<file path="src/rtl/tlb_pkg.sv">
// Shared widths, entry layout and result codes for the translation buffer.
package tlb_pkg;
    localparam int VA_W       = 32;
    localparam int PAGE_SHIFT = 12;
    localparam int ASID_W     = 8;
    localparam int VPN2_W     = VA_W - PAGE_SHIFT - 1;
    localparam int PFN_W      = VA_W - PAGE_SHIFT;
    localparam int PA_W       = PFN_W + PAGE_SHIFT;

    typedef struct packed {
        logic [VPN2_W-1:0] vpn2;
        logic [VPN2_W-1:0] mask;
        logic              global_f;
        logic [ASID_W-1:0] asid;
        logic [PFN_W-1:0]  pfn0;
        logic              v0;
        logic              d0;
        logic [PFN_W-1:0]  pfn1;
        logic              v1;
        logic              d1;
    } tlb_entry_t;

    typedef enum logic [1:0] {
        RES_MATCH   = 2'b00,
        RES_NOMATCH = 2'b01,
        RES_INVALID = 2'b10,
        RES_DIRTY   = 2'b11
    } tlb_res_e;
endpackage

</file>
<file path="src/rtl/tlb_entry_array.sv">
// Storage for all entries plus a per-entry "loaded" flag.
// Assumes the index is always in range; reset empties the table.
module tlb_entry_array
    import tlb_pkg::*;
#(
    parameter int NUM_ENTRIES = 16,
    localparam int IDX_W = $clog2(NUM_ENTRIES)
) (
    input  logic                         clk,
    input  logic                         rst_n,
    input  logic                         wr_en_i,
    input  logic [IDX_W-1:0]             wr_idx_i,
    input  tlb_entry_t                   wr_entry_i,
    output tlb_entry_t [NUM_ENTRIES-1:0] entry_o,
    output logic [NUM_ENTRIES-1:0]       present_o
);
    for (genvar g = 0; g < NUM_ENTRIES; g++) begin : g_slot
        // Replace one slot when the write port addresses it.
        always_ff @(posedge clk) begin
            if (!rst_n) begin
                entry_o[g]   <= '0;
                present_o[g] <= 1'b0;
            end else if (wr_en_i && (wr_idx_i == IDX_W'(g))) begin
                entry_o[g]   <= wr_entry_i;
                present_o[g] <= 1'b1;
            end
        end

        // an addressed slot holds exactly the written fields next cycle
        p_slot_load_r11: assert property (@(posedge clk) disable iff (!rst_n)
            (wr_en_i && (wr_idx_i == IDX_W'(g))) |=>
                (entry_o[g] == $past(wr_entry_i)) && present_o[g]);
    end
endmodule

</file>
<file path="src/rtl/tlb_tag_compare.sv">
// One entry's hit logic: masked pair-tag compare and identifier check.
// Assumes the mask is a contiguous run of ones from bit 0.
module tlb_tag_compare
    import tlb_pkg::*;
(
    input  logic              present_i,
    input  logic [VPN2_W-1:0] ent_vpn2_i,
    input  logic [VPN2_W-1:0] ent_mask_i,
    input  logic              ent_global_i,
    input  logic [ASID_W-1:0] ent_asid_i,
    input  logic [VPN2_W-1:0] addr_vpn2_i,
    input  logic [ASID_W-1:0] cur_asid_i,
    output logic              hit_o
);
    logic tag_eq;
    logic id_ok;

    // Compare tags only where the mask does not hide the bit.
    always_comb begin
        tag_eq = (((addr_vpn2_i ^ ent_vpn2_i) & ~ent_mask_i) == '0);
        id_ok  = ent_global_i || (ent_asid_i == cur_asid_i);
        hit_o  = present_i && tag_eq && id_ok;
    end
endmodule

</file>
<file path="src/rtl/tlb_first_hit.sv">
// Picks the lowest-indexed hit and reports it as index and one-hot grant.
module tlb_first_hit #(
    parameter int NUM_ENTRIES = 16,
    localparam int IDX_W = $clog2(NUM_ENTRIES)
) (
    input  logic [NUM_ENTRIES-1:0] hit_i,
    output logic [NUM_ENTRIES-1:0] grant_o,
    output logic [IDX_W-1:0]       idx_o,
    output logic                   any_o
);
    // Scan from the top so the lowest hit is the last one written.
    always_comb begin
        idx_o = '0;
        any_o = 1'b0;
        for (int i = NUM_ENTRIES - 1; i >= 0; i--) begin
            if (hit_i[i]) begin
                idx_o = IDX_W'(i);
                any_o = 1'b1;
            end
        end
        grant_o = any_o ? ({{(NUM_ENTRIES-1){1'b0}}, 1'b1} << idx_o) : '0;
    end
endmodule

</file>
<file path="src/rtl/tlb_lookup_unit.sv">
// Fully associative translation buffer with paired pages.
// Compares all entries at once, takes the lowest hit, picks the even or odd
// half by the bit above the page offset, checks valid/dirty, and registers
// the outcome. Assumes page masks are contiguous low-order runs of ones.
module tlb_lookup_unit
    import tlb_pkg::*;
#(
    parameter int NUM_ENTRIES = 16,
    localparam int IDX_W = $clog2(NUM_ENTRIES)
) (
    input  logic              clk,
    input  logic              rst_n,
    input  logic [VA_W-1:0]   lk_vaddr,
    input  logic              lk_is_write,
    input  logic [ASID_W-1:0] lk_asid,
    input  logic              wr_en,
    input  logic [IDX_W-1:0]  wr_idx,
    input  logic [VPN2_W-1:0] wr_vpn2,
    input  logic [VPN2_W-1:0] wr_mask,
    input  logic              wr_global,
    input  logic [ASID_W-1:0] wr_asid,
    input  logic [PFN_W-1:0]  wr_pfn0,
    input  logic              wr_valid0,
    input  logic              wr_dirty0,
    input  logic [PFN_W-1:0]  wr_pfn1,
    input  logic              wr_valid1,
    input  logic              wr_dirty1,
    output logic [PA_W-1:0]   pa_o,
    output logic              rd_ok_o,
    output logic              wr_ok_o,
    output logic [1:0]        result_o
);
    localparam int LOW_W = PAGE_SHIFT + 1;

    tlb_entry_t                   wr_entry;
    tlb_entry_t [NUM_ENTRIES-1:0] table_q;
    logic [NUM_ENTRIES-1:0]       present;
    logic [NUM_ENTRIES-1:0]       hit_vec;
    logic [NUM_ENTRIES-1:0]       grant;
    logic [IDX_W-1:0]             hit_idx;
    logic                         any_hit;

    logic [VA_W-1:0]  full_mask;
    logic [VA_W-1:0]  half_mask;
    logic             odd_half;
    logic [PFN_W-1:0] sel_pfn;
    logic             sel_valid;
    logic             sel_dirty;
    tlb_res_e         res_d;
    logic [PA_W-1:0]  pa_d;

    // Pack the write fields into one entry word.
    always_comb begin
        wr_entry.vpn2     = wr_vpn2;
        wr_entry.mask     = wr_mask;
        wr_entry.global_f = wr_global;
        wr_entry.asid     = wr_asid;
        wr_entry.pfn0     = wr_pfn0;
        wr_entry.v0       = wr_valid0;
        wr_entry.d0       = wr_dirty0;
        wr_entry.pfn1     = wr_pfn1;
        wr_entry.v1       = wr_valid1;
        wr_entry.d1       = wr_dirty1;
    end

    tlb_entry_array #(.NUM_ENTRIES(NUM_ENTRIES)) u_array (
        .clk        (clk),
        .rst_n      (rst_n),
        .wr_en_i    (wr_en),
        .wr_idx_i   (wr_idx),
        .wr_entry_i (wr_entry),
        .entry_o    (table_q),
        .present_o  (present)
    );

    for (genvar g = 0; g < NUM_ENTRIES; g++) begin : g_cmp
        tlb_tag_compare u_cmp (
            .present_i    (present[g]),
            .ent_vpn2_i   (table_q[g].vpn2),
            .ent_mask_i   (table_q[g].mask),
            .ent_global_i (table_q[g].global_f),
            .ent_asid_i   (table_q[g].asid),
            .addr_vpn2_i  (lk_vaddr[VA_W-1:LOW_W]),
            .cur_asid_i   (lk_asid),
            .hit_o        (hit_vec[g])
        );
    end

    tlb_first_hit #(.NUM_ENTRIES(NUM_ENTRIES)) u_first (
        .hit_i   (hit_vec),
        .grant_o (grant),
        .idx_o   (hit_idx),
        .any_o   (any_hit)
    );

    // Choose the half of the winning pair and its frame, valid and dirty.
    always_comb begin
        full_mask = {table_q[hit_idx].mask, {LOW_W{1'b1}}};
        half_mask = full_mask >> 1;
        odd_half  = |(lk_vaddr & full_mask & ~half_mask);
        sel_pfn   = odd_half ? table_q[hit_idx].pfn1 : table_q[hit_idx].pfn0;
        sel_valid = odd_half ? table_q[hit_idx].v1   : table_q[hit_idx].v0;
        sel_dirty = odd_half ? table_q[hit_idx].d1   : table_q[hit_idx].d0;
    end

    // Classify the access and form the physical address.
    always_comb begin
        if (!any_hit)                       res_d = RES_NOMATCH;
        else if (!sel_valid)                res_d = RES_INVALID;
        else if (lk_is_write && !sel_dirty) res_d = RES_DIRTY;
        else                                res_d = RES_MATCH;
        pa_d = (res_d == RES_MATCH)
             ? ({sel_pfn, {PAGE_SHIFT{1'b0}}} | (lk_vaddr & half_mask))
             : '0;
    end

    // Register the lookup outcome.
    always_ff @(posedge clk) begin
        if (!rst_n) begin
            result_o <= RES_NOMATCH;
            pa_o     <= '0;
            rd_ok_o  <= 1'b0;
            wr_ok_o  <= 1'b0;
        end else begin
            result_o <= res_d;
            pa_o     <= pa_d;
            rd_ok_o  <= (res_d == RES_MATCH);
            wr_ok_o  <= (res_d == RES_MATCH) && sel_dirty;
        end
    end

    // at most one entry is granted, and only one that actually hits
    p_grant_onehot_r9: assert property (@(posedge clk) disable iff (!rst_n)
        $onehot0(grant));
    p_grant_is_hit_r9: assert property (@(posedge clk) disable iff (!rst_n)
        ((grant & ~hit_vec) == '0) && (any_hit == (grant != '0)));
    // a dirty result only ever follows a write request
    p_dirty_from_write_r6: assert property (@(posedge clk) disable iff (!rst_n)
        (result_o == RES_DIRTY) |-> $past(lk_is_write));
    // a success always grants read; write grant implies success
    p_read_on_match_r7: assert property (@(posedge clk) disable iff (!rst_n)
        (result_o == RES_MATCH) |-> rd_ok_o);
    p_write_needs_match_r7: assert property (@(posedge clk) disable iff (!rst_n)
        wr_ok_o |-> (rd_ok_o && (result_o == RES_MATCH)));
    // failures carry no address and no permission
    p_fail_quiet_r8: assert property (@(posedge clk) disable iff (!rst_n)
        (result_o != RES_MATCH) |-> ((pa_o == '0) && !rd_ok_o && !wr_ok_o));
endmodule

</file>
<file path="config.mk">
export PLATFORM = sky130hd
export DESIGN_NAME = tlb_lookup_unit
export DESIGN_NICKNAME = d
export VERILOG_FILES = /design/src/rtl/tlb_pkg.sv /design/src/rtl/tlb_entry_array.sv /design/src/rtl/tlb_tag_compare.sv /design/src/rtl/tlb_first_hit.sv /design/src/rtl/tlb_lookup_unit.sv
export SDC_FILE = /design/constraint.sdc
export NUM_CORES = 2
export LEC_CHECK = 0
export BUFFER_PORTS_ARGS = -buffer_cell sky130_fd_sc_hd__buf_2
export CORE_MARGIN = 5
export CORE_UTILIZATION = 51
export CTS_BUF_LIST = sky130_fd_sc_hd__clkbuf_4 sky130_fd_sc_hd__clkbuf_8
export DETAILED_ROUTE_END_ITERATION = 10
export GPL_TIMING_DRIVEN = 0
export MAX_ROUTING_LAYER = met4
export PLACE_DENSITY_LB_ADDON = 0.1
export SYNTH_ARGS = -nofsm -noshare
export SYNTH_HDL_FRONTEND = slang
export SYNTH_HIERARCHICAL = 1
export SYNTH_SLANG_ARGS = --single-unit
</file>
<file path="constraint.sdc">
create_clock -name clk -period 12.3 [get_ports clk]
set_clock_uncertainty 0.1 [all_clocks]
set_input_delay 1.845 -clock clk [delete_from_list [all_inputs] [get_ports clk]]
set_output_delay 1.845 -clock clk [all_outputs]
set_load 0.005 [all_outputs]
</file>
==> impl.org <==
** Run status
- The run finished, with violations left.
- Violations in the final reports :: capacitance limit, slew limit

** Finish
- For this run, the share of the core covered by cells in the final layout is 0.578.
- In the final layout, the share of cells above drive strength 1 is 0.164.
- Relative to the synthesized area, the layout overhead comes to 13.0%.
- Leaving out fill and tap cells, the most frequent cell in the layout is nand2_1.
- Commonest non-fill, non-tap cells in the layout :: nand2_1 (1585), mux2i_1 (1522), dfxtp_1 (1508), xnor2_1 (432), clkbuf_8 (354)
- With fillers left out, the area of the finished cells amounts to 0.0757 sq mm.
- After the last flow step, the layout net total stands at 6940.
- Non-Filler Instances :: 8744

** Placement
- Pre-CTS setup slack :: 1.35 ns
- The congestion estimate from routability-driven global placement came to 0.996.
- In this run, placement finished with an instance count of 8273.
- Sum of net half-perimeters after detailed placement :: 189000 um
- Buffers placed on the I/O ports in this run total 174.
- The placed instances occupy a cell area of 0.0701 sq mm.

** Drt
- Across all layers, the routed design uses 51800 vias.
- Detailed-route wire length :: 254000 um
- Routed Antenna Nets :: 0
- In the final routed layout, each cell accounts on average for 29.0 um.
- Dividing the detail-routed via count by the number of cells gives 5.92.
- After detailed routing, the number of remaining DRC violations is 0.
- The detailed router finished its first iteration with 4810 violations.
- Before antenna repair, the detailed router went through 8 iterations.

** STA
- Pins Over Slew Limit :: 33
- Crit path time final :: 10.55 ns
- Based on the critical path, the design can be clocked at up to 0.0948 GHz.
- For the pin with the worst max-slew slack, the measured transition is 1.58 ns.
- Setup repair after global routing left no endpoint under its margin.
- Final hold analysis gives a worst-case slack of 0.355 ns.
- In the finished design, the share of the clock period the worst path needs comes to 0.857.
- Final number of hold-violating endpoints :: 0
- Setup violations remaining at the end of the flow were counted as 0.
- Measured against its own limit, the worst slew margin works out to -0.0501.
- In the final timing run, aggregate negative setup slack is 0 ns.
- Setup slack on the critical path of the routed design comes to 1.75 ns.

** Global routing
- All-layer global routing usage :: 0.370
- Maximum number of pins on one net before global-route repair :: 20
- Number of global-route vias before repair :: 50500
- The number of antenna violations at the first check in global routing is 11.
- For this run the aggregate overflow at the end of global routing stands at 0.
- The first global-routing pass estimated 358000 um of wire.

** Setup path
- The worst setup path is captured at a register.
- Required time at the endpoint of the critical path :: 13.03 ns
- Crit path DAT :: 11.28 ns
- STA classifies the critical path startpoint as an input port.
- The worst setup path is of the input port to register kind.
- Crit path max fanout :: 18

** Pwr
- Power spread over the standard cell area amounts to 140 mW/mm^2.
- For this design the static power due to leakage is 28.9 nW.
- Power comes to 10.6 mW.
- Peak ir drop on the vdd network :: 0.102 mV

** Floorplan
- Number of placement rows :: 133
- Number of top-level pins :: 175
- The die is 372 um wide.
- Die Area :: 0.139 sq mm
- Effective utilization at floorplan :: 0.511
- The core region is 0.131 sq mm.
- Die extent in y :: 372 um

** Hold path
- In this run the worst hold path is classified as register to register.

** Clocking
- The cell sitting at the root of the clock tree is a clkbuf_8.
- The clock passes through at most 4 buffers.
- Resized Gates After CTS :: 0
- Count of H-tree levels built during CTS :: 5
- Clock transition at the registers of the reported paths :: 0.06 ns
- Number of clock buffers inserted by TritonCTS :: 280
- # hold bufs at CTS :: 0
- TritonCTS clock tree :: yes
- Clock network latency to the later pin of the worst-skew pair :: 1.01 ns
- Setup repair bufs after CTS :: 0
- Clock tree synthesis found a total of 1508 sinks.

** Yosys
- In this run the cell area of the synthesized design comes to 0.0670 sq mm.
- Synthesis produced a netlist with a net count of 6482.
- Yosys warning count :: 6
- Synthesized area per cell :: 10.6 sq um
- Synthesis produced a netlist whose cell count is 6343.

** Run
- Max_cap viols :: 3
layer usage:
metal	wire length [um]	global-route usage	up-vias
met5	0	-	-
met1	99800	0.452	25700
met4	18600	0.221	0
li1	-	-	22900
met2	115000	0.572	2443
met3	20700	0.0689	723
critical path, cell delays in order:
cell and delay, ns:
buf_2 0.52, xnor2_1 0.19, o22ai_1 0.14, nor4_1 0.83
o21ai_1 0.50, nor4_2 0.51, nor4_1 0.16, a21oi_1 0.23
buf_2 0.48, buf_1 1.14, clkbuf_1 1.01, a211o_1 0.30
nor2_1 0.06, a32oi_1 0.38, nand4_1 0.24, nor4_1 0.35
buf_4 0.38, mux2i_2 0.88, buf_2 0.53, nor2b_1 0.50
sequential cells by signal, indices dropped and copies added, names as in the netlist:
name	cells
pa_o	32
u_array/present_o	16
wr_ok_o	1
result_o	2
u_array/entry_o	1456
rd_ok_o	1
layout make-up:
type | count | area, sq um
well taps | 1755 | 2200
clock inverters | 22 | 120
multi-input cells | 4302 | 34400
inverters | 21 | 78.8
repair buffers | 176 | 901
fillers | 11500 | 55300
flip-flops and latches | 1508 | 30200
plain buffers | 512 | 2270
diodes | 14 | 35.0
clock buffers | 434 | 5470
report_power, final:
part | internal (mW) | leakage (nW) | switching [mW]
registers | 4.95 | 12.2 | 0.0417
clock network | 2.80 | 2.98 | 2.11
logic | 0.201 | 13.7 | 0.475
total | 7.95 | 28.9 | 2.63
path summary, 6_finish.rpt:
path / cells after the start / slack, ns / end / startpoint
max: 20 / 1.75 / wr_ok_o / lk_vaddr[21]
min: 2 / 0.35 / u_array/entry_o[850] / u_array/entry_o[850]
max reg2reg: 18 / 2.86 / wr_ok_o / u_array/entry_o[516]
min reg2reg: 2 / 0.35 / u_array/entry_o[850] / u_array/entry_o[850]
(Power assumes the default switching activity.)
